## src/rtl/cascade_ack_pkg.sv

```systemverilog
package cascade_ack_pkg;
    typedef enum logic [1:0] {
        ST_IDLE    = 2'd0,
        ST_DELIVER = 2'd1,
        ST_SETTLE  = 2'd2
    } ack_state_t;
endpackage

```

## src/rtl/cas_cascade_check.sv

```systemverilog
module cas_cascade_check #(
    parameter int LINE_W       = 3,
    parameter int CASCADE_LINE = 2
) (
    input  logic              m_valid,
    input  logic [LINE_W-1:0] m_line,
    input  logic              s_valid,
    output logic              stale,
    output logic              deliverable
);
    localparam logic [LINE_W-1:0] CAS = LINE_W'(CASCADE_LINE);

    logic picks_cascade;

    always_comb begin
        picks_cascade = m_valid && (m_line == CAS);
        stale         = picks_cascade && !s_valid;
        deliverable   = m_valid && !stale;
    end
endmodule

```

## src/rtl/cas_vector_sel.sv

```systemverilog
module cas_vector_sel #(
    parameter int LINE_W       = 3,
    parameter int VEC_W        = 8,
    parameter int CASCADE_LINE = 2
) (
    input  logic              m_valid,
    input  logic [LINE_W-1:0] m_line,
    input  logic [VEC_W-1:0]  m_base,
    input  logic              s_valid,
    input  logic [LINE_W-1:0] s_line,
    input  logic [VEC_W-1:0]  s_base,
    output logic [VEC_W-1:0]  vec,
    output logic              want_m_ack,
    output logic              want_s_ack
);
    localparam int                BASE_W = VEC_W - LINE_W;
    localparam logic [LINE_W-1:0] CAS    = LINE_W'(CASCADE_LINE);
    localparam logic [LINE_W-1:0] SPUR   = {LINE_W{1'b1}};

    logic [BASE_W-1:0] m_hi;
    logic [BASE_W-1:0] s_hi;

    always_comb begin
        m_hi = m_base[VEC_W-1:LINE_W];
        s_hi = s_base[VEC_W-1:LINE_W];
        if (!m_valid) begin
            vec        = {m_hi, SPUR};
            want_m_ack = 1'b0;
            want_s_ack = 1'b0;
        end else if (m_line == CAS) begin
            want_m_ack = 1'b1;
            want_s_ack = s_valid;
            vec        = s_valid ? {s_hi, s_line} : {s_hi, SPUR};
        end else begin
            vec        = {m_hi, m_line};
            want_m_ack = 1'b1;
            want_s_ack = 1'b0;
        end
    end
endmodule

```

## src/rtl/cas_ack_fsm.sv

```systemverilog
module cas_ack_fsm
    import cascade_ack_pkg::*;
#(
    parameter int LINE_W = 3,
    parameter int VEC_W  = 8
) (
    input  logic              clk,
    input  logic              rst_n,
    input  logic              inta,
    input  logic              deliverable,
    input  logic [VEC_W-1:0]  sel_vec,
    input  logic              sel_m_ack,
    input  logic              sel_s_ack,
    input  logic [LINE_W-1:0] m_line,
    input  logic [LINE_W-1:0] s_line,
    output logic              cpu_int,
    output logic              vec_valid,
    output logic [VEC_W-1:0]  vec_out,
    output logic              m_ack,
    output logic [LINE_W-1:0] m_ack_line,
    output logic              s_ack,
    output logic [LINE_W-1:0] s_ack_line
);
    ack_state_t state_q;
    ack_state_t state_d;
    logic       accept;

    always_comb begin
        state_d = state_q;
        accept  = 1'b0;
        unique case (state_q)
            ST_IDLE: begin
                if (inta) begin
                    state_d = ST_DELIVER;
                    accept  = 1'b1;
                end
            end
            ST_DELIVER: state_d = ST_SETTLE;
            ST_SETTLE:  state_d = ST_IDLE;
            default:    state_d = ST_IDLE;
        endcase
    end

    always_ff @(posedge clk or negedge rst_n) begin
        if (!rst_n) state_q <= ST_IDLE;
        else        state_q <= state_d;
    end

    always_ff @(posedge clk or negedge rst_n) begin
        if (!rst_n) begin
            cpu_int    <= 1'b0;
            vec_valid  <= 1'b0;
            vec_out    <= '0;
            m_ack      <= 1'b0;
            m_ack_line <= '0;
            s_ack      <= 1'b0;
            s_ack_line <= '0;
        end else begin
            cpu_int   <= deliverable && (state_d == ST_IDLE);
            vec_valid <= accept;
            m_ack     <= accept && sel_m_ack;
            s_ack     <= accept && sel_s_ack;
            if (accept) begin
                vec_out    <= sel_vec;
                m_ack_line <= m_line;
                s_ack_line <= s_line;
            end
        end
    end
endmodule

```

## src/rtl/cascade_ack_unit.sv

```systemverilog
module cascade_ack_unit #(
    parameter int LINE_W       = 3,
    parameter int VEC_W        = 8,
    parameter int CASCADE_LINE = 2
) (
    input  logic              clk,
    input  logic              rst_n,
    input  logic              m_pend_valid,
    input  logic [LINE_W-1:0] m_pend_line,
    input  logic [VEC_W-1:0]  m_base,
    input  logic              s_pend_valid,
    input  logic [LINE_W-1:0] s_pend_line,
    input  logic [VEC_W-1:0]  s_base,
    input  logic              inta,
    output logic              cascade_req,
    output logic              drop_cascade,
    output logic              cpu_int,
    output logic              vec_valid,
    output logic [VEC_W-1:0]  vec_out,
    output logic              m_ack,
    output logic [LINE_W-1:0] m_ack_line,
    output logic              s_ack,
    output logic [LINE_W-1:0] s_ack_line
);
    logic             stale;
    logic             deliverable;
    logic [VEC_W-1:0] sel_vec;
    logic             sel_m_ack;
    logic             sel_s_ack;

    assign cascade_req  = s_pend_valid;
    assign drop_cascade = stale;

    cas_cascade_check #(
        .LINE_W(LINE_W), .CASCADE_LINE(CASCADE_LINE)
    ) u_check (
        .m_valid(m_pend_valid), .m_line(m_pend_line), .s_valid(s_pend_valid),
        .stale(stale), .deliverable(deliverable)
    );

    cas_vector_sel #(
        .LINE_W(LINE_W), .VEC_W(VEC_W), .CASCADE_LINE(CASCADE_LINE)
    ) u_sel (
        .m_valid(m_pend_valid), .m_line(m_pend_line), .m_base(m_base),
        .s_valid(s_pend_valid), .s_line(s_pend_line), .s_base(s_base),
        .vec(sel_vec), .want_m_ack(sel_m_ack), .want_s_ack(sel_s_ack)
    );

    cas_ack_fsm #(
        .LINE_W(LINE_W), .VEC_W(VEC_W)
    ) u_fsm (
        .clk(clk), .rst_n(rst_n), .inta(inta), .deliverable(deliverable),
        .sel_vec(sel_vec), .sel_m_ack(sel_m_ack), .sel_s_ack(sel_s_ack),
        .m_line(m_pend_line), .s_line(s_pend_line),
        .cpu_int(cpu_int), .vec_valid(vec_valid), .vec_out(vec_out),
        .m_ack(m_ack), .m_ack_line(m_ack_line),
        .s_ack(s_ack), .s_ack_line(s_ack_line)
    );
endmodule

```

## config.mk

```make
export PLATFORM = sky130hd
export DESIGN_NAME = cascade_ack_unit
export DESIGN_NICKNAME = d
export VERILOG_FILES = /design/src/rtl/cascade_ack_pkg.sv /design/src/rtl/cas_cascade_check.sv /design/src/rtl/cas_vector_sel.sv /design/src/rtl/cas_ack_fsm.sv /design/src/rtl/cascade_ack_unit.sv
export SDC_FILE = /design/constraint.sdc
export NUM_CORES = 1
export LEC_CHECK = 0
export CAP_MARGIN = 10
export CORE_MARGIN = 1.5
export CORE_UTILIZATION = 50
export CTS_BUF_LIST = sky130_fd_sc_hd__clkbuf_16
export DETAILED_ROUTE_END_ITERATION = 8
export DONT_BUFFER_PORTS = 1
export SETUP_SLACK_MARGIN = 0.5
export SYNTH_ARGS = -nofsm -noshare
export SYNTH_HDL_FRONTEND = slang
export SYNTH_SLANG_ARGS = --single-unit
```

## constraint.sdc

```tcl
create_clock -name clk -period 1.6 [get_ports clk]
set_clock_uncertainty 0.1 [all_clocks]
set_input_delay 0.24 -clock clk [delete_from_list [all_inputs] [get_ports clk]]
set_output_delay 0.24 -clock clk [all_outputs]
set_load 0.1 [all_outputs]
```

## After elaboration in Yosys (flattened, before gate mapping)

Index checks and enable logic that the tools add are counted.
Widths: inputs -> output; s select.

| operators by class | value |
|---|---|
| equality and inequality tests | 2 |
| multiplexer cells | 10 |
| reductions and logical operators | 10 |

Operators by type and width:

| kind | count |
|---|---|
| $mux 8 | 2 |
| $logic_and 1x1->1 | 6 |
| $mux 1 | 5 |
| $logic_not 2->1 | 2 |
| $pmux 2 s2 | 1 |
| $eq 3x2->1 const B | 1 |
| $mux 3 | 1 |
| $eq 2x1->1 const B | 1 |
| $logic_not 1->1 | 2 |
| $mux 2 | 1 |

| word-level totals | value |
|---|---|
| register bits | 20 |
| input bits | 27 |
| output and inout bits | 20 |
| word-level logic and storage cells | 30 |

## Longest topological paths before layout

Gate-level depths: netlist of the first run.

| logic depth | value |
|---|---|
| word-level depth | 6 |
| gate-level depth with buffers | 4 |

## Modules after synthesis

Synthesis of the first run repeated with hierarchy kept, for this count alone.

| second synthesis, totals | value |
|---|---|
| cell total of the unflattened synthesis | 64 |
| area total of the unflattened synthesis | 953.4 sq um |

By module, submodules not included:

| module | times used | cells each | area each (sq um) | seq. area each (sq um) |
|---|---|---|---|---|
| cas_ack_fsm | 1 | 42 | 755.7 | 500.5 |
| cas_vector_sel | 1 | 18 | 162.7 | 0.0 |
| cas_cascade_check | 1 | 3 | 27.5 | 0.0 |
| cascade_ack_unit | 1 | 1 | 7.5 | 0.0 |

## Least setup slack after synthesis of the first run

Ideal clock, no wire load.

| timing | value |
|---|---|
| path type | in2reg |
| start | in m_pend_line[2] |
| end | reg u_fsm.cpu_int |
| arrival | 1.511 ns |
| data required time | 1.338 ns |
| slack | -0.172 ns |
| stages on the path | 4 |
| buffers on the path | 1 |
| cell sequence | and4bb_2 -> buf_6 -> and2_1 -> nor2_1 |

| between the ends | value |
|---|---|
| word-level cells in the longest chain between the ends | 6 |

Ends and longest elaborated chain:

| what | RTL line | RTL |
|---|---|---|
| start: declaration | cascade_ack_unit.sv:9 | `input logic [LINE_W-1:0] m_pend_line,` |
| $eq 3x2->1 | cas_cascade_check.sv:16 | `picks_cascade = m_valid && (m_line == CAS);` |
| $logic_and 1x1->1 | cas_cascade_check.sv:16 |  |
| $logic_and 1x1->1 | cas_cascade_check.sv:17 | `stale = picks_cascade && !s_valid;` |
| net drop_cascade | cascade_ack_unit.sv:16 | `output logic drop_cascade,` |
| $logic_not 1->1 | cas_cascade_check.sv:18 | `deliverable = m_valid && !stale;` |
| $logic_and 1x1->1 | cas_cascade_check.sv:18 |  |
| $logic_and 1x1->1 | cas_ack_fsm.sv:59 | `cpu_int <= deliverable && (state_d == ST_IDLE);` |
| end signal: assignment | cas_ack_fsm.sv:59 |  |
| end: declaration | cas_ack_fsm.sv:16 | `output logic cpu_int,` |

The timed path passes the listed nets, and every way through them passes these cells.
A chain may end at the register's enable or synchronous reset.

## Worst setup path after layout of the first run

| timing | value |
|---|---|
| start | reg u_fsm.state_q[0] |
| end | reg u_fsm.m_ack_line[2] |

| between the ends | value |
|---|---|
| word-level cells in the longest chain between the ends | 2 |

Ends and longest elaborated chain:

| what | RTL line | RTL |
|---|---|---|
| start: declaration | cas_ack_fsm.sv:24 | `ack_state_t state_q;` |
| start signal: assignment | cas_ack_fsm.sv:46 | `else state_q <= state_d;` |
| $logic_not 2->1 | cas_ack_fsm.sv:31 | `unique case (state_q)` |
| $mux 1 | cas_ack_fsm.sv:31 |  |
| end signal: assignment | cas_ack_fsm.sv:65 | `m_ack_line <= m_line;` |
| end: declaration | cas_ack_fsm.sv:20 | `output logic [LINE_W-1:0] m_ack_line,` |

Every way passes these cells.

==> results of run 1 <==
-- metal layers --
layer,vias up,global-route usage (%),part of all wire (%)
met4,0,5.45,1.2
li1,280,-,-
met2,28,31.9,51
met1,280,25.0,40
met3,3,8.16,8.0
met5,-,0,0
-- final cells by class --
| type | count | area (um2) |
|---|---|---|
| Tap cell | 16 | 20.0 |
| Timing Repair Buffer | 22 | 246 |
| Inverter | 3 | 11.3 |
| Sequential cell | 20 | 552 |
| Multi-Input combinational cell | 41 | 372 |
| Fill cell | 89 | 279 |
| Clock buffer | 3 | 75.1 |
| Clock inverter | 1 | 3.75 |
-- cells by family (layout without fill, tap and decap cells) --
logic type	after synthesis	in the layout	synth area share [%]
AO/OA/AOI/OAI	12	12	9.90
buffers and inverters	7	29	5.68
flip-flops	20	20	58.2
multiplexers	11	11	13.7
AND/OR/NAND/NOR	18	18	12.5
-- cells in the final DEF (no fill, tap or decap), drive strengths merged --
cell type    synthesis  routed
buf                  4      21
dfrtp               20      20
nor2                10      10
mux2                 6       6
a21oi                6       6
mux2i                5       5
inv                  3       4
clkbuf               0       3
and2                 2       2
nor2b                2       2
o211ai               2       2
nor3b                2       2
and4bb               1       1
o21ai                1       1
and3                 1       1
a41oi                1       1
o41ai                1       1
a31oi                1       1
dlygate4sd3          0       1
-- registers in the layout (all words and copies together), names as in the netlist --
name / flops
u_fsm.s_ack: 1
u_fsm.m_ack: 1
u_fsm.cpu_int: 1
u_fsm.s_ack_line: 3
u_fsm.m_ack_line: 3
u_fsm.vec_out: 8
u_fsm.state_q: 2
u_fsm.vec_valid: 1
-- what timing repair did --
action | CTS | global route
hold endpoints to repair | 21 | 20
setup endpoints to repair | 35 | 35
pin swaps | 3 | 1
buffers inserted | 11 | 1
gates resized for setup | 35 | 11
cloned | 1 | 0
-- how the worst max path moves through the flow --
stage	endpoint	startpoint
6_report	u_fsm.m_ack_line[2]	u_fsm.state_q[0]
5_1_grt	u_fsm.vec_out[6]	u_fsm.state_q[0]
4_1_cts	u_fsm.m_ack_line[2]	u_fsm.state_q[0]
3_5_place_dp	u_fsm.m_ack_line[2]	u_fsm.state_q[1]
3_3_place_gp	u_fsm.s_ack_line[0]	u_fsm.state_q[1]
2_1_floorplan	u_fsm.m_ack_line[2]	u_fsm.state_q[1]
-- power breakdown --
part           switching, mW  leakage (nW)  internal [mW]  total [mW]
logic                  0.334         0.279          0.302       0.636
registers              0.571         0.220          0.647        1.22
clock network          0.172        0.0423          0.332       0.504
total                   1.08         0.541           1.28        2.36
==> report_table.html, run 1 <==
<table>
<tr><th>Metric</th><th>Value</th></tr>
<tr><th colspan="2">Die</th></tr>
<tr><td>Count of boundary I/O pins</td><td>47</td></tr>
<tr><td>Site row count</td><td>14</td></tr>
<tr><td>Area of the die</td><td>0.00198 mm2</td></tr>
<tr><td>Initial core utilization</td><td>55.1%</td></tr>
<tr><td>Die Y-Extent</td><td>44.5 um</td></tr>
<tr><td>Horizontal extent of the die</td><td>44.5 um</td></tr>
<tr><td>Core region area</td><td>0.00156 mm2</td></tr>
<tr><th colspan="2">Route</th></tr>
<tr><td>Routed Antenna Nets</td><td>0</td></tr>
<tr><td>Average wire length per cell after detail routing</td><td>16.3 um</td></tr>
<tr><td>Total wire length</td><td>1.73 mm</td></tr>
<tr><td>Via-to-Cell Ratio</td><td>5.58</td></tr>
<tr><td>Drt first pass iters</td><td>6</td></tr>
<tr><td>DRC viols</td><td>3</td></tr>
<tr><td>Violation count after the first detailed-route iteration</td><td>10</td></tr>
<tr><td>Vias post-DR</td><td>591</td></tr>
<tr><th colspan="2">STA</th></tr>
<tr><td>Number of endpoints with negative hold slack in the final report</td><td>20</td></tr>
<tr><td>Final setup viols</td><td>0</td></tr>
<tr><td>Slew Viols, Final</td><td>0</td></tr>
<tr><td>Least-Margin Pin Slew</td><td>0.424 ns</td></tr>
<tr><td>Worst path setup slack after routing</td><td>0.207 ns</td></tr>
<tr><td>Worst Hold Margin</td><td>-0.420 ns</td></tr>
<tr><td>Max frequency</td><td>718 MHz</td></tr>
<tr><td>Minimum clock period after layout</td><td>1.39 ns</td></tr>
<tr><td>Total Negative Setup Slacks</td><td>0 ns</td></tr>
<tr><td>Worst slew slack as a fraction of its limit</td><td>71.4%</td></tr>
<tr><td>Unrepaired setup endpoints after global routing</td><td>true</td></tr>
<tr><td>Share of the clock period used by the worst path</td><td>87.1%</td></tr>
<tr><th colspan="2">Status</th></tr>
<tr><td>Result of the run</td><td>finished, violations left</td></tr>
<tr><td>Violated checks</td><td>DRC, hold timing</td></tr>
<tr><th colspan="2">Final layout</th></tr>
<tr><td>Fraction of the core area covered by cells at the end of the flow</td><td>82.1%</td></tr>
<tr><td>Layout Cell Area excl Fill</td><td>0.00128 mm2</td></tr>
<tr><td>Final #Nets</td><td>118</td></tr>
<tr><td>Fraction of final layout cells with drive strength greater than 1</td><td>63.3%</td></tr>
<tr><td>Ant diodes</td><td>0</td></tr>
<tr><td>Layout-stage area growth over the synthesis result</td><td>48.9%</td></tr>
<tr><td>Final instance count without filler cells</td><td>106</td></tr>
<tr><th colspan="2">GRT</th></tr>
<tr><td>Total Routing Usage GR</td><td>20.0%</td></tr>
<tr><td>Wire length of the first global-routing pass</td><td>2.78 mm</td></tr>
<tr><td>Initial antenna violation count</td><td>0</td></tr>
<tr><td>Leftover overflow at the end of global routing</td><td>0</td></tr>
<tr><td>Maximum number of pins on one net before global-route repair</td><td>21</td></tr>
<tr><td>Number of global-route vias before repair</td><td>609</td></tr>
<tr><th colspan="2">Worst setup path</th></tr>
<tr><td>CP endpoint kind</td><td>register</td></tr>
<tr><td>Startpoint Class</td><td>register</td></tr>
<tr><td>Largest fanout on the critical path</td><td>5</td></tr>
<tr><td>Length in cells of the worst reg-to-reg path</td><td>3</td></tr>
<tr><td>Critical Path, Cell by Cell</td><td>nor3b_4, buf_6, mux2_4</td></tr>
<tr><td>Data arrival time at the worst-slack endpoint</td><td>1.42 ns</td></tr>
<tr><td>Levels on crit path</td><td>3</td></tr>
<tr><td>Critical-path cell with the highest stage delay</td><td>dfrtp_1</td></tr>
<tr><td>Maximum single-stage delay on the critical path</td><td>0.40 ns</td></tr>
<tr><td>Kind of cell with the highest combined delay on the critical path</td><td>flip-flops</td></tr>
<tr><td>Startpoint of the worst-slack reg-to-reg timing path</td><td>u_fsm.state_q[0]</td></tr>
<tr><td>Data required time at the worst endpoint</td><td>1.63 ns</td></tr>
<tr><td>Register-to-Register Setup Slack</td><td>0.21 ns</td></tr>
<tr><td>Count of buffer and inverter cells on the critical path</td><td>1</td></tr>
<tr><td>Critical R2R Capture</td><td>u_fsm.m_ack_line[2]</td></tr>
<tr><td>Crit path kind</td><td>register to register</td></tr>
<tr><th colspan="2">CTS</th></tr>
<tr><td>CTS tree</td><td>built</td></tr>
<tr><td>CTS root buf</td><td>clkbuf_16</td></tr>
<tr><td>Clock net sink count</td><td>20</td></tr>
<tr><td>CTS H-tree depth</td><td>1</td></tr>
<tr><td>Number of buffers added by the clock tree synthesis step</td><td>3</td></tr>
<tr><td>Clk Latency, worst-skew pair</td><td>0.25 ns</td></tr>
<tr><td>Clock-pin transition on the worst setup and hold timing paths</td><td>0.05 ns</td></tr>
<tr><td>Hold buffers post-CTS</td><td>1</td></tr>
<tr><td>Maximum number of buffers from clock root to sink</td><td>2</td></tr>
<tr><th colspan="2">Yosys</th></tr>
<tr><td>Gate Count Post-Synth</td><td>68</td></tr>
<tr><td>Library cell with the highest instance count after synthesis</td><td>dfrtp_1</td></tr>
<tr><td>Area share of the largest cell type after synthesis</td><td>58.2%</td></tr>
<tr><td>Cell accounting for the most synthesized area</td><td>dfrtp_1</td></tr>
<tr><td>Synth Flop Type</td><td>dfrtp_1</td></tr>
<tr><td>Warnings, synthesis</td><td>0</td></tr>
<tr><td>Leading post-synthesis cells by instance count</td><td>20 x dfrtp_1, 10 x nor2_1, 5 x a21oi_1, 5 x mux2i_1</td></tr>
<tr><td>Post-synthesis sequential element count</td><td>20</td></tr>
<tr><td>Mapped Area</td><td>860 um2</td></tr>
<tr><td>Synthesized area per cell</td><td>12.6 um2</td></tr>
<tr><td>Count of cell types in the netlist</td><td>21</td></tr>
<tr><td>Count of flip-flops with a built-in enable after synthesis</td><td>0</td></tr>
<tr><td>Post-synthesis sequential area ratio</td><td>58.2%</td></tr>
<tr><td>Number of nets produced by synthesis</td><td>95</td></tr>
<tr><td>FFs w/ async S/R, synth</td><td>100%</td></tr>
<tr><td>Top cells by area, synth</td><td>dfrtp_1 58%, mux2i_1 5.8%, nor2_1 4.4%</td></tr>
<tr><th colspan="2">Power and ir drop</th></tr>
<tr><td>Total design power</td><td>2.36 mW</td></tr>
<tr><td>IR Drop Worst-Case VDD</td><td>0.00140 V</td></tr>
<tr><td>PwrDens</td><td>1840 mW/mm2</td></tr>
<tr><td>Leakage power</td><td>0.541 nW</td></tr>
<tr><th colspan="2">Placement</th></tr>
<tr><td>Placed inst area</td><td>935 um2</td></tr>
<tr><td>Worst Setup Slack post-DPL</td><td>0.148 ns</td></tr>
<tr><td>Final HPWL DP</td><td>1.08 mm</td></tr>
<tr><td>Placed Cells incl. Taps</td><td>88</td></tr>
<tr><td>Final estimated routing congestion in global placement</td><td>0.664</td></tr>
<tr><td>Port-buffer cells</td><td>0</td></tr>
<tr><th colspan="2">Job</th></tr>
<tr><td>Number of max-capacitance violations reported</td><td>0</td></tr>
<tr><th colspan="2">Hold path</th></tr>
<tr><td>Min-Delay Path Class</td><td>primary input to asynchronous set/reset pin</td></tr>
</table>
(Power assumes the default switching activity.)
==> run 2: changes to the inputs <==
--- a/config.mk
+++ b/config.mk
@@ -7,7 +7,7 @@
 export LEC_CHECK = 0
 export CAP_MARGIN = 10
 export CORE_MARGIN = 1.5
-export CORE_UTILIZATION = 50
+export CORE_UTILIZATION = 40
 export CTS_BUF_LIST = sky130_fd_sc_hd__clkbuf_16
 export DETAILED_ROUTE_END_ITERATION = 8
 export DONT_BUFFER_PORTS = 1
==> report_table.html, run 2 (synthesized netlist as in run 1, its figures left out) <==
<table>
<tr><th>Metric</th><th>Value</th></tr>
<tr><th colspan="2">Status</th></tr>
<tr><td>Result of the run</td><td>completed</td></tr>
<tr><th colspan="2">STA</th></tr>
<tr><td>Share of the clock period used by the worst path</td><td>87.7%</td></tr>
<tr><td>Max frequency</td><td>713 MHz</td></tr>
<tr><td>Worst slew slack as a fraction of its limit</td><td>40.2%</td></tr>
<tr><td>Least-Margin Pin Slew</td><td>0.896 ns</td></tr>
<tr><td>Number of endpoints with negative hold slack in the final report</td><td>0</td></tr>
<tr><td>Worst path setup slack after routing</td><td>0.197 ns</td></tr>
<tr><td>Final setup viols</td><td>0</td></tr>
<tr><td>Minimum clock period after layout</td><td>1.40 ns</td></tr>
<tr><td>Unrepaired setup endpoints after global routing</td><td>true</td></tr>
<tr><td>Total Negative Setup Slacks</td><td>0 ns</td></tr>
<tr><td>Slew Viols, Final</td><td>0</td></tr>
<tr><th colspan="2">Placement</th></tr>
<tr><td>Worst Setup Slack post-DPL</td><td>0.171 ns</td></tr>
<tr><td>Port-buffer cells</td><td>0</td></tr>
<tr><td>Final HPWL DP</td><td>1.13 mm</td></tr>
<tr><td>Final estimated routing congestion in global placement</td><td>0.750</td></tr>
<tr><th colspan="2">Route</th></tr>
<tr><td>DRC viols</td><td>0</td></tr>
<tr><td>Total wire length</td><td>1.95 mm</td></tr>
<tr><td>Average wire length per cell after detail routing</td><td>16.7 um</td></tr>
<tr><td>Via-to-Cell Ratio</td><td>5.25</td></tr>
<tr><td>Vias post-DR</td><td>614</td></tr>
<tr><td>Drt first pass iters</td><td>4</td></tr>
<tr><td>Violation count after the first detailed-route iteration</td><td>4</td></tr>
<tr><td>Routed Antenna Nets</td><td>0</td></tr>
<tr><th colspan="2">CTS</th></tr>
<tr><td>CTS root buf</td><td>clkbuf_16</td></tr>
<tr><td>Maximum number of buffers from clock root to sink</td><td>2</td></tr>
<tr><td>Clk Latency, worst-skew pair</td><td>0.25 ns</td></tr>
<tr><td>CTS tree</td><td>built</td></tr>
<tr><td>Number of buffers added by the clock tree synthesis step</td><td>3</td></tr>
<tr><td>Clock-pin transition on the worst setup and hold timing paths</td><td>0.06 ns</td></tr>
<tr><td>Clock net sink count</td><td>20</td></tr>
<tr><td>CTS H-tree depth</td><td>1</td></tr>
<tr><th colspan="2">Die</th></tr>
<tr><td>Core region area</td><td>0.00200 mm2</td></tr>
<tr><td>Count of boundary I/O pins</td><td>47</td></tr>
<tr><td>Die Y-Extent</td><td>49.4 um</td></tr>
<tr><td>Horizontal extent of the die</td><td>49.4 um</td></tr>
<tr><td>Initial core utilization</td><td>42.9%</td></tr>
<tr><td>Site row count</td><td>16</td></tr>
<tr><td>Area of the die</td><td>0.00244 mm2</td></tr>
<tr><th colspan="2">Power and ir drop</th></tr>
<tr><td>Net Switching</td><td>1.10 mW</td></tr>
<tr><td>Fraction of power spent switching nets</td><td>46.0%</td></tr>
<tr><td>Leakage power</td><td>0.555 nW</td></tr>
<tr><td>Cell internal power dissipation</td><td>1.29 mW</td></tr>
<tr><td>IR Drop Worst-Case VDD</td><td>0.00102 V</td></tr>
<tr><td>Fraction of power consumed by the clock network</td><td>21.3%</td></tr>
<tr><td>PwrDens</td><td>1770 mW/mm2</td></tr>
<tr><td>Logic gate share of total power</td><td>27.6%</td></tr>
<tr><td>Sequential cell fraction of total power</td><td>51.1%</td></tr>
<tr><th colspan="2">Final layout</th></tr>
<tr><td>Commonest non-fill, non-tap cells in the layout</td><td>13 x dfrtp_4, 8 x buf_4, 6 x nor2_1, 6 x buf_12</td></tr>
<tr><td>Number of flip-flops under the largest register name</td><td>8</td></tr>
<tr><td>Seq. cell area</td><td>553 um2</td></tr>
<tr><td>Fraction of final layout cells with drive strength greater than 1</td><td>65.6%</td></tr>
<tr><td>Most common cell after layout, fill and taps aside</td><td>dfrtp_4</td></tr>
<tr><td>Filler Cell Count</td><td>142</td></tr>
<tr><td>Ant diodes</td><td>0</td></tr>
<tr><td>Final #Nets</td><td>118</td></tr>
<tr><td>Multi-input logic area</td><td>367 um2</td></tr>
<tr><td>Largest regs</td><td>u_fsm.vec_out: 8 flops, u_fsm.m_ack_line: 3 flops, u_fsm.s_ack_line: 3 flops</td></tr>
<tr><td>Largest register by flop count</td><td>u_fsm.vec_out</td></tr>
<tr><td>Layout-stage area growth over the synthesis result</td><td>56.8%</td></tr>
<tr><th colspan="2">Job</th></tr>
<tr><td>Number of max-capacitance violations reported</td><td>0</td></tr>
<tr><th colspan="2">Worst setup path</th></tr>
<tr><td>Data arrival time at the worst-slack endpoint</td><td>1.42 ns</td></tr>
<tr><td>Largest fanout on the critical path</td><td>6</td></tr>
<tr><td>Crit path kind</td><td>register to register</td></tr>
<tr><td>CP endpoint kind</td><td>register</td></tr>
<tr><td>Startpoint Class</td><td>register</td></tr>
<tr><td>Data required time at the worst endpoint</td><td>1.62 ns</td></tr>
<tr><th colspan="2">GRT</th></tr>
<tr><td>Leftover overflow at the end of global routing</td><td>0</td></tr>
<tr><td>Number of global-route vias before repair</td><td>647</td></tr>
<tr><td>Maximum number of pins on one net before global-route repair</td><td>21</td></tr>
<tr><td>Wire length of the first global-routing pass</td><td>3.32 mm</td></tr>
<tr><td>Total Routing Usage GR</td><td>18.1%</td></tr>
<tr><td>Initial antenna violation count</td><td>0</td></tr>
<tr><th colspan="2">Hold path</th></tr>
<tr><td>Min-Delay Path Class</td><td>primary input to asynchronous set/reset pin</td></tr>
</table>
## run 2: cell types whose count changed in the layout (fill, tap and decap cells not counted), sizes merged
cell and change:
clkbuf +1, dlymetal6s2s +1, buf -2
## run 2: power by group through the flow
stage | sequential [mW] | clock, mW | combinational [mW]
2_1_floorplan | 1.36 | 0 | 0.167
3_3_place_gp | 1.17 | 0 | 0.431
3_5_place_dp | 1.17 | 0 | 0.436
4_1_cts | 1.21 | 0.527 | 0.591
5_1_grt | 1.24 | 0.543 | 0.699
6_report | 1.22 | 0.510 | 0.660
## run 2: critical path, cell delays in order, from the launching register on
cell     delay [ns]
dfrtp_2        0.42
nor3b_4        0.26
buf_4          0.16
buf_6          0.11
buf_16         0.12
a41oi_2        0.10
## run 2: final cells by class
| cell class | count | area share, % |
|---|---|---|
| Clock buffer | 3 | 5.57 |
| Clock inverter | 1 | 0.279 |
| Inverter | 3 | 0.836 |
| Multi-Input combinational cell | 41 | 27.2 |
| Sequential cell | 20 | 41.0 |
| Tap cell | 27 | 2.51 |
| Timing Repair Buffer | 22 | 22.6 |
## run 2: repair_timing
item	CTS	global route
setup buffers	8	3
hold buffers	2	0
cloned	1	1
hold endpoints to repair	21	0
gates resized for setup	34	17
endpoints found under the setup margin	35	56
pin swaps	2	3
## run 2: layer usage
metal / up-vias / part of all wire, % / global-route usage [%]
met5: - / 0 / 0
met4: 0 / 1.5 / 7.14
met3: 4 / 8.4 / 6.44
met2: 30 / 51 / 28.8
met1: 296 / 39 / 22.4
li1: 284 / - / -
## run 2: worst paths after layout
kind	start	to	slack (ns)	cells after the start
hold reg to reg	u_fsm.state_q[1]	u_fsm.state_q[1]	0.38	1
min in group clk	m_pend_valid	u_fsm.cpu_int	0.01	2
setup reg to reg	u_fsm.state_q[1]	u_fsm.vec_out[2]	0.20	5
hold / removal	rst_n	u_fsm.s_ack_line[0]	0.007	1
setup / recovery	u_fsm.state_q[1]	u_fsm.vec_out[2]	0.20	5
max in group asynchronous	rst_n	u_fsm.m_ack_line[0]	0.74	1
## run 2: stage by stage
step / hold slack [ns] / instance area (um2) / utilization, % / cells / power, mW
4_1_cts: 0.0147 / 1240 / 62.1 / 113 / 2.33
6_report: 0.00722 / 1350 / 67.3 / 117 / 2.39
3_3_place_gp: -0.155 / 953 / 47.6 / 98 / 1.60
5_1_grt: 0.0303 / 1350 / 67.3 / 117 / 2.48
2_1_floorplan: -0.156 / 892 / - / 68 / 1.53
3_5_place_dp: -0.155 / 953 / 47.6 / 98 / 1.61
==> run 3: changes to the inputs <==
--- a/config.mk
+++ b/config.mk
@@ -8,7 +8,7 @@
 export CAP_MARGIN = 10
 export CORE_MARGIN = 1.5
 export CORE_UTILIZATION = 40
-export CTS_BUF_LIST = sky130_fd_sc_hd__clkbuf_16
+export CTS_BUF_LIST = sky130_fd_sc_hd__clkbuf_2 sky130_fd_sc_hd__clkbuf_4 sky130_fd_sc_hd__clkbuf_8
 export DETAILED_ROUTE_END_ITERATION = 8
 export DONT_BUFFER_PORTS = 1
 export SETUP_SLACK_MARGIN = 0.5
==> report_table.html, run 3 (synthesized netlist as in run 1, its figures left out) <==
<table>
<tr><th>Metric</th><th>Value</th></tr>
<tr><th colspan="2">STA</th></tr>
<tr><td>Final setup viols</td><td>0</td></tr>
<tr><td>Unrepaired setup endpoints after global routing</td><td>true</td></tr>
<tr><td>Slew Viols, Final</td><td>0</td></tr>
<tr><td>Minimum clock period after layout</td><td>1.41 ns</td></tr>
<tr><td>Share of the clock period used by the worst path</td><td>88.3%</td></tr>
<tr><td>Total Negative Setup Slacks</td><td>0 ns</td></tr>
<tr><td>Worst Hold Margin</td><td>0.0331 ns</td></tr>
<tr><td>Max frequency</td><td>708 MHz</td></tr>
<tr><td>Number of endpoints with negative hold slack in the final report</td><td>0</td></tr>
<tr><td>Least-Margin Pin Slew</td><td>0.914 ns</td></tr>
<tr><td>Worst slew slack as a fraction of its limit</td><td>39.1%</td></tr>
<tr><th colspan="2">CTS</th></tr>
<tr><td>CTS H-tree depth</td><td>1</td></tr>
<tr><td>Maximum number of buffers from clock root to sink</td><td>2</td></tr>
<tr><td>Clock-pin transition on the worst setup and hold timing paths</td><td>0.11 ns</td></tr>
<tr><td>Clk Latency, worst-skew pair</td><td>0.29 ns</td></tr>
<tr><td>Clock net sink count</td><td>20</td></tr>
<tr><td>CTS tree</td><td>built</td></tr>
<tr><td>Number of buffers added by the clock tree synthesis step</td><td>3</td></tr>
<tr><td>CTS root buf</td><td>clkbuf_4</td></tr>
<tr><th colspan="2">Job</th></tr>
<tr><td>Number of max-capacitance violations reported</td><td>0</td></tr>
<tr><th colspan="2">Route</th></tr>
<tr><td>Via-to-Cell Ratio</td><td>5.16</td></tr>
<tr><td>DRC viols</td><td>0</td></tr>
<tr><td>Vias post-DR</td><td>645</td></tr>
<tr><td>Routed Antenna Nets</td><td>0</td></tr>
<tr><td>Total wire length</td><td>2.11 mm</td></tr>
<tr><td>Average wire length per cell after detail routing</td><td>16.8 um</td></tr>
<tr><td>Drt first pass iters</td><td>1</td></tr>
<tr><td>Violation count after the first detailed-route iteration</td><td>0</td></tr>
<tr><th colspan="2">Final layout</th></tr>
<tr><td>Largest regs</td><td>u_fsm.vec_out: 8 flops, u_fsm.m_ack_line: 3 flops, u_fsm.s_ack_line: 3 flops</td></tr>
<tr><td>Most common cell after layout, fill and taps aside</td><td>dfrtp_4</td></tr>
<tr><td>Number of flip-flops under the largest register name</td><td>8</td></tr>
<tr><td>Fraction of final layout cells with drive strength greater than 1</td><td>61.2%</td></tr>
<tr><td>Largest register by flop count</td><td>u_fsm.vec_out</td></tr>
<tr><td>Filler Cell Count</td><td>142</td></tr>
<tr><td>Seq. cell area</td><td>553 um2</td></tr>
<tr><td>Final #Nets</td><td>126</td></tr>
<tr><td>Multi-input logic area</td><td>377 um2</td></tr>
<tr><td>Ant diodes</td><td>0</td></tr>
<tr><td>Commonest non-fill, non-tap cells in the layout</td><td>13 x dfrtp_4, 10 x dlygate4sd3_1, 7 x buf_4</td></tr>
<tr><td>Layout-stage area growth over the synthesis result</td><td>61.9%</td></tr>
<tr><th colspan="2">Die</th></tr>
<tr><td>Area of the die</td><td>0.00244 mm2</td></tr>
<tr><td>Horizontal extent of the die</td><td>49.4 um</td></tr>
<tr><td>Core region area</td><td>0.00200 mm2</td></tr>
<tr><td>Initial core utilization</td><td>42.9%</td></tr>
<tr><td>Count of boundary I/O pins</td><td>47</td></tr>
<tr><td>Site row count</td><td>16</td></tr>
<tr><td>Die Y-Extent</td><td>49.4 um</td></tr>
<tr><th colspan="2">Placement</th></tr>
<tr><td>Final estimated routing congestion in global placement</td><td>0.750</td></tr>
<tr><td>Port-buffer cells</td><td>0</td></tr>
<tr><td>Final HPWL DP</td><td>1.13 mm</td></tr>
<tr><th colspan="2">Worst setup path</th></tr>
<tr><td>Critical-path cell with the highest stage delay</td><td>dfrtp_2</td></tr>
<tr><td>CP endpoint kind</td><td>register</td></tr>
<tr><td>Crit path kind</td><td>register to register</td></tr>
<tr><td>Critical Path, Cell by Cell</td><td>nor3b_4, buf_4, buf_6, buf_16, a41oi_2</td></tr>
<tr><td>Data arrival time at the worst-slack endpoint</td><td>1.49 ns</td></tr>
<tr><td>Startpoint Class</td><td>register</td></tr>
<tr><td>Data required time at the worst endpoint</td><td>1.68 ns</td></tr>
<tr><td>Startpoint of the worst-slack reg-to-reg timing path</td><td>u_fsm.state_q[1]</td></tr>
<tr><td>Largest fanout on the critical path</td><td>6</td></tr>
<tr><td>Maximum single-stage delay on the critical path</td><td>0.44 ns</td></tr>
<tr><td>Launch point of the worst path</td><td>u_fsm.state_q[1]</td></tr>
<tr><th colspan="2">Power and ir drop</th></tr>
<tr><td>IR Drop Worst-Case VDD</td><td>0.00100 V</td></tr>
<tr><td>PwrDens</td><td>1550 mW/mm2</td></tr>
<tr><td>Total design power</td><td>2.16 mW</td></tr>
<tr><td>Leakage power</td><td>0.565 nW</td></tr>
<tr><th colspan="2">GRT</th></tr>
<tr><td>Leftover overflow at the end of global routing</td><td>0</td></tr>
<tr><td>Initial antenna violation count</td><td>0</td></tr>
<tr><td>Wire length of the first global-routing pass</td><td>3.51 mm</td></tr>
<tr><td>Number of global-route vias before repair</td><td>692</td></tr>
<tr><td>Total Routing Usage GR</td><td>19.5%</td></tr>
<tr><td>Maximum number of pins on one net before global-route repair</td><td>21</td></tr>
<tr><th colspan="2">Status</th></tr>
<tr><td>Result of the run</td><td>completed</td></tr>
<tr><th colspan="2">Hold path</th></tr>
<tr><td>Min-Delay Path Class</td><td>primary input to asynchronous set/reset pin</td></tr>
</table>
-- run 3: worst max-delay path, delay by kind of cell (launching register included) --
| kind | cells | cell delay [ns] |
|---|---|---|
| AND/OR/NAND/NOR | 1 | 0.25 |
| buffers and inverters | 3 | 0.39 |
| AO/OA/AOI/OAI | 1 | 0.10 |
| flip-flops | 1 | 0.44 |
-- run 3: layer usage --
| layer | share of wire [%] | GRT usage, % | vias to the layer above |
|---|---|---|---|
| li1 | - | - | 300 |
| met1 | 44 | 25.1 | 315 |
| met2 | 49 | 30.6 | 26 |
| met3 | 6.1 | 4.60 | 4 |
| met4 | 1.4 | 9.52 | 0 |
| met5 | 0 | 0 | - |
-- run 3: path summary, 6_finish.rpt --
check	slack, ns	depth (start not counted)	endpoint
min in group clk	0.03	2	u_fsm.vec_out[2]
max reg2reg	0.19	5	u_fsm.vec_out[2]
max in group asynchronous	0.70	1	u_fsm.vec_valid
min reg2reg	0.38	1	u_fsm.state_q[1]
max	0.19	5	u_fsm.vec_out[2]
min	0.03	1	u_fsm.s_ack_line[0]
-- run 3: timing repair --
action                                 4_1_cts  5_1_grt
pin swaps                                    2        4
gates resized for setup                     33       18
endpoints found under the hold margin       31        1
cloned                                       1        1
hold buffers                                10        1
setup endpoints to repair                   35       56
setup buffers                                8        2
-- run 3: where the power goes --
group / internal (mW) / total [mW] / switching [mW]
logic: 0.324 / 0.680 / 0.356
registers: 0.646 / 1.22 / 0.573
clock network: 0.114 / 0.262 / 0.148
-- run 3: layout make-up --
| class | count | area share (%) |
|---|---|---|
| flip-flops and latches | 20 | 39.7 |
| repair buffers | 30 | 27.8 |
| well taps | 27 | 2.43 |
| clock buffers | 4 | 2.16 |
| multi-input cells | 41 | 27.1 |
| inverters | 3 | 0.809 |
-- run 3: metrics by stage --
stage | util [%] | instances | setup WS (ns) | cell area, um2
after CTS | 63.4 | 121 | 0.187 | 1270
after global routing | 69.5 | 125 | 0.122 | 1390
final | 69.5 | 125 | 0.188 | 1390
after detailed placement | 47.6 | 98 | 0.171 | 953
after global placement | 47.6 | 98 | 0.198 | 953
after floorplan | - | 68 | 0.202 | 892
